## config.mk

```make
export PLATFORM = sky130hd
export DESIGN_NAME = clk_ratio_bank
export DESIGN_NICKNAME = d
export VERILOG_FILES = /design/src/rtl/clk_ratio_bank.sv
export SDC_FILE = /design/constraint.sdc
export NUM_CORES = 1
export LEC_CHECK = 0
export BUFFER_PORTS_ARGS = -buffer_cell sky130_fd_sc_hd__buf_4
export CAP_MARGIN = 15
export CORE_ASPECT_RATIO = 0.6
export CORE_MARGIN = 8
export CORE_UTILIZATION = 48
export CTS_CLUSTER_DIAMETER = 50
export DETAILED_ROUTE_END_ITERATION = 10
export PLACE_DENSITY = 0.72
export SLEW_MARGIN = 40
export SYNTH_ARGS = -nofsm -noshare
export SYNTH_HDL_FRONTEND = slang
export SYNTH_SLANG_ARGS = --single-unit
```

## constraint.sdc

```tcl
create_clock -name clk -period 1.9 [get_ports clk]
set_input_delay 0 -clock clk [delete_from_list [all_inputs] [get_ports clk]]
set_output_delay 0 -clock clk [all_outputs]
set_load 0.1 [all_outputs]
```

## src/rtl/clk_ratio_bank.sv

```systemverilog
module clk_ratio_bank #(
  parameter int CORE_W = 5,
  parameter int BUS_W  = 6,
  parameter int PER_W  = 4
) (
  input  logic              clk,
  input  logic              rst_n,
  input  logic              cfg_load,
  input  logic [31:0]       cfg_word,
  output logic              core_en,
  output logic              bus_en,
  output logic              per_en,
  output logic [CORE_W-1:0] core_div,
  output logic [BUS_W-1:0]  bus_div,
  output logic [PER_W-1:0]  per_div
);

  localparam int CORE_LSB = 25;
  localparam int BUS_LSB  = 20;
  localparam int PER_LSB  = 18;

  function automatic logic [CORE_W-1:0] core_lut(input logic [2:0] c);
    case (c)
      3'd1:    core_lut = CORE_W'(2);
      3'd2:    core_lut = CORE_W'(4);
      3'd3:    core_lut = CORE_W'(8);
      3'd4:    core_lut = CORE_W'(16);
      default: core_lut = CORE_W'(1);
    endcase
  endfunction

  function automatic logic [BUS_W-1:0] bus_lut(input logic [2:0] c);
    case (c)
      3'd0: bus_lut = BUS_W'(1);
      3'd1: bus_lut = BUS_W'(2);
      3'd2: bus_lut = BUS_W'(4);
      3'd3: bus_lut = BUS_W'(5);
      3'd4: bus_lut = BUS_W'(6);
      3'd5: bus_lut = BUS_W'(8);
      3'd6: bus_lut = BUS_W'(16);
      default: bus_lut = BUS_W'(32);
    endcase
  endfunction

  function automatic logic [PER_W-1:0] per_lut(input logic [1:0] c);
    per_lut = PER_W'(1) << c;
  endfunction

  logic [CORE_W-1:0] core_pend, core_cnt;
  logic [BUS_W-1:0]  bus_pend, bus_cnt;
  logic [PER_W-1:0]  per_pend, per_cnt;

  always_ff @(posedge clk or negedge rst_n) begin
    if (!rst_n) begin
      core_pend <= CORE_W'(1);
      bus_pend  <= BUS_W'(1);
      per_pend  <= PER_W'(1);
    end else if (cfg_load) begin
      core_pend <= core_lut(cfg_word[CORE_LSB +: 3]);
      bus_pend  <= bus_lut(cfg_word[BUS_LSB +: 3]);
      per_pend  <= per_lut(cfg_word[PER_LSB +: 2]);
    end
  end

  assign core_en = (core_cnt == core_div - CORE_W'(1));
  assign bus_en  = (bus_cnt == bus_div - BUS_W'(1));
  assign per_en  = bus_en && (per_cnt == per_div - PER_W'(1));

  always_ff @(posedge clk or negedge rst_n) begin
    if (!rst_n) begin
      core_cnt <= '0;
      core_div <= CORE_W'(1);
    end else if (core_en) begin
      core_cnt <= '0;
      core_div <= core_pend;
    end else begin
      core_cnt <= core_cnt + CORE_W'(1);
    end
  end

  always_ff @(posedge clk or negedge rst_n) begin
    if (!rst_n) begin
      bus_cnt <= '0;
      bus_div <= BUS_W'(1);
    end else if (bus_en) begin
      bus_cnt <= '0;
      bus_div <= bus_pend;
    end else begin
      bus_cnt <= bus_cnt + BUS_W'(1);
    end
  end

  always_ff @(posedge clk or negedge rst_n) begin
    if (!rst_n) begin
      per_cnt <= '0;
      per_div <= PER_W'(1);
    end else if (per_en) begin
      per_cnt <= '0;
      per_div <= per_pend;
    end else if (bus_en) begin
      per_cnt <= per_cnt + PER_W'(1);
    end
  end

  assert_per_in_bus_R4: assert property (@(posedge clk) disable iff (!rst_n)
    per_en |-> bus_en);

  assert_core_cnt_range_R5: assert property (@(posedge clk) disable iff (!rst_n)
    core_cnt < core_div);

  assert_bus_cnt_range_R5: assert property (@(posedge clk) disable iff (!rst_n)
    bus_cnt < bus_div);

  assert_core_switch_R7: assert property (@(posedge clk) disable iff (!rst_n)
    !$stable(core_div) |-> $past(core_en));

  assert_bus_switch_R7: assert property (@(posedge clk) disable iff (!rst_n)
    !$stable(bus_div) |-> $past(bus_en));

  assert_per_switch_R7: assert property (@(posedge clk) disable iff (!rst_n)
    !$stable(per_div) |-> $past(per_en));

  assert_per_hold_R4: assert property (@(posedge clk) disable iff (!rst_n)
    !bus_en |=> $stable(per_cnt));

endmodule

```

==> summary.txt <==
Status
  – Failing checks: setup timing
  – Status: finished with violations

Synth
  – Synth Instances: 210
  – Share of the synthesized area in the top cell type: 0.430
  – Syn Std Cell Area: 2270 sq um
  – Top-count cell post-synth: dfrtp_1
  – Synth warn: 0
  – Top_reg_cell synth: dfrtp_1
  – Share of synthesized area occupied by flip-flops and latches: 0.500
  – Syn_area_per_cell: 10.8 sq um
  – Leading area contributor after synthesis: dfrtp_1
  – Post-synth EDFFs: 0
  – Post-Syn Nets: 251
  – Unique masters post-synth: 36
  – Register bit total from synthesis: 45
  – Post-synth top cells: 39 x dfrtp_1, 19 x nor2_1, 17 x xnor2_1
  – FFs w/ async S/R, synth: 1.00
  – Synth area leaders: dfrtp_1 43%, mux2_2 7.4%, dfstp_2 6.9%, xnor2_1 6.6%, xor2_1 5.0%

Die
  – IO Count: 53
  – Core Region: 4560 sq um
  – Die area: 7250 sq um
  – Initial core utilization: 0.497
  – Cell Rows: 19
  – Die Ht: 69.3 microns
  – Die W: 105 microns

STA
  – Final hold vios: 0
  – Fin. max-slew vios: 0
  – Worst-margin pin slew: 556 ps
  – FMAX: 444 MHz
  – Hold slack: 9.05 ps
  – Setup violations, final: 28
  – Unrepaired setup endpoints after global routing: true
  – Final worst path period share: 1.19
  – Relative slew slack: 0.629
  – Setup TNS: -5890 ps
  – Period minus WS final: 2250 ps
  – Worst Skew: 9.31 ps
  – Final WS setup: -352 ps

Power
  – Lkg Pwr: 1.47 nW
  – Power per Cell Area: 952 nW/um^2
  – VDD IR max: 0.814 mV
  – Comb pwr share: 0.413
  – Sw Ratio: 0.385
  – Internal: 1.92 mW
  – Clock Power Share: 0.193
  – Total power: 3.13 mW
  – Sequential power share: 0.394
  – Psw: 1.20 mW

Placed design
  – Routability congestion estimate: 0.805
  – Detailed Place HPWL: 3.55 mm
  – Cell area after placement: 2880 sq um
  – Input/output buffers: 28
  – Pre-CTS setup slack: -305 ps
  – Placed cells: 323

Worst setup path
  – Top fanout value on the critical path: 6
  – Worst setup EP type: register
  – Slowest cell delay on critical path: 470 ps
  – CP startpoint kind: register
  – FF-to-FF setup slack: -350 ps
  – RR Endpoint: bus_div[5]
  – Crit. Startpoint: bus_div[2]
  – Slowest CP cell: dfrtp_4
  – R2R cell count: 7
  – WP data required: 2080 ps
  – Critical setup path kind: register to register
  – Critical R2R Launch: bus_div[2]
  – Cell breakdown of the critical path: or3_4 > or4_4 > and3_4 > buf_6 > nor2_4 > buf_12 > mux2_4
  – CP arrival: 2430 ps

Global routing
  – Gr ovfl total: 0
  – Vias in the first global route: 1,782
  – Initial antenna violation count: 0
  – First-pass GRT wire length: 8.74 mm
  – Tot GR Track Use: 0.147
  – Largest net degree at the start of global routing: 46

Final layout
  – Nets: 324
  – Post-route cell area: 3280 sq um
  – Share of cells above drive strength 1: 0.461
  – # diodes: 0
  – Register area: 1150 sq um
  – Area delta synth->final: 44.8%
  – Area of the multi-input gates: 1250 sq um
  – Final-layout fill cell count: 346
  – Fin cells: 347
  – Core Util, Final: 0.720

Drt
  – Antenna Nets Post-Route: 0
  – Initial DRC Count: 79
  – DRC viols: 0
  – Vias per cell: 4.91
  – Routed WL: 5.11 mm
  – Routed len/inst: 14.7 microns
  – TritonRoute pass-1 iters: 4
  – Via count: 1,704

Clock network
  – Num Clock Sinks: 45
  – Worst-Skew Late Latency: 290 ps
  – Cts bufs inserted: 5
  – Root buf cell: clkbuf_8
  – Clock Path Buffers: 2
  – H-tree lvl count: 2
  – CTS tree: yes
  – Worst-path clk slew: 80 ps

Job
  – MaxCap Viol Count: 0

Worst hold path
  – Hold endpoint: core_pend[2]
  – Hold Startpoint: cfg_word[25]
  – Hold depth: 4
  – Worst min path class: input pin to register
[cell usage in the layout, fill, tap and decap left out, types with 4 or more instances in the layout]
cell type      instances
nor2_1                19
mux2_4                10
dlygate4sd3_1          6
buf_6                 10
o22ai_1                4
xor2_1                13
inv_1                 13
o21ai_0                6
o21ai_2                5
mux2_2                 5
nand2_1                5
dfrtp_1               33
clkbuf_8               6
dfrtp_2                5
nand3_1               11
xnor2_1               14
nand2b_1               4
buf_4                 52
[worst max path at each step]
stage,slack (ps),endpoint
3_5_place_dp,-310,bus_div[5]
5_1_grt,-430,bus_div[5]
3_3_place_gp,-270,bus_div[5]
4_1_cts,-390,per_en
2_1_floorplan,-590,per_en
6_report,-350,bus_div[5]
[worst max-delay path, delay by kind of cell (launching register included)]
kind	cells	cell delay, ps
AND/OR/NAND/NOR	4	1110
multiplexers	1	290
buffers and inverters	2	260
flip-flops	1	470
[sequential cells by signal, summed over array words and instances, names as in the netlist]
register / cells
bus_cnt: 6
bus_div: 6
bus_pend: 6
core_cnt: 5
core_div: 5
core_pend: 5
per_cnt: 4
per_div: 4
per_pend: 4
[cell type report]
class                           count  share of cell area
Sequential cell                    45               0.352
Timing Repair Buffer               72               0.194
Tap cell                           63              0.0240
Multi-Input combinational cell    143               0.382
Inverter                           16              0.0206
Clock buffer                        8              0.0274
[per-layer routing]
layer,wire length (microns),share of wire,track usage
met1,2600,0.51,0.203
met2,2310,0.45,0.220
met3,154,0.030,0.0399
met4,36,0.0070,0.0425
met5,0,0,0
[cell families after synthesis]
group / count (synthesis) / synth area share
AOI/OAI and AO/OA: 25 / 0.0656
xor gates and xnor gates: 31 / 0.126
adders and majority gates: 6 / 0.0331
buffers and inverters: 22 / 0.0397
DFF: 45 / 0.500
muxes: 17 / 0.0833
and+or+nand+nor: 64 / 0.152
[timing repair]
action,CTS,global route
endpoints found under the hold margin,47,0
setup buffers,12,3
resized for setup,29,10
gates cloned,0,0
endpoints found under the setup margin,29,33
hold buffers,6,0
pin swaps,15,9
[power by group through the flow]
stage	Sequential (mW)	Combinational [mW]	Clock (mW)
6_report	1.23	1.29	0.605
5_1_grt	1.25	1.37	0.679
4_1_cts	1.23	1.28	0.623
3_5_place_dp	1.25	1.22	0
3_3_place_gp	1.24	1.20	0
2_1_floorplan	1.55	0.643	0
(Power assumes the default switching activity.)
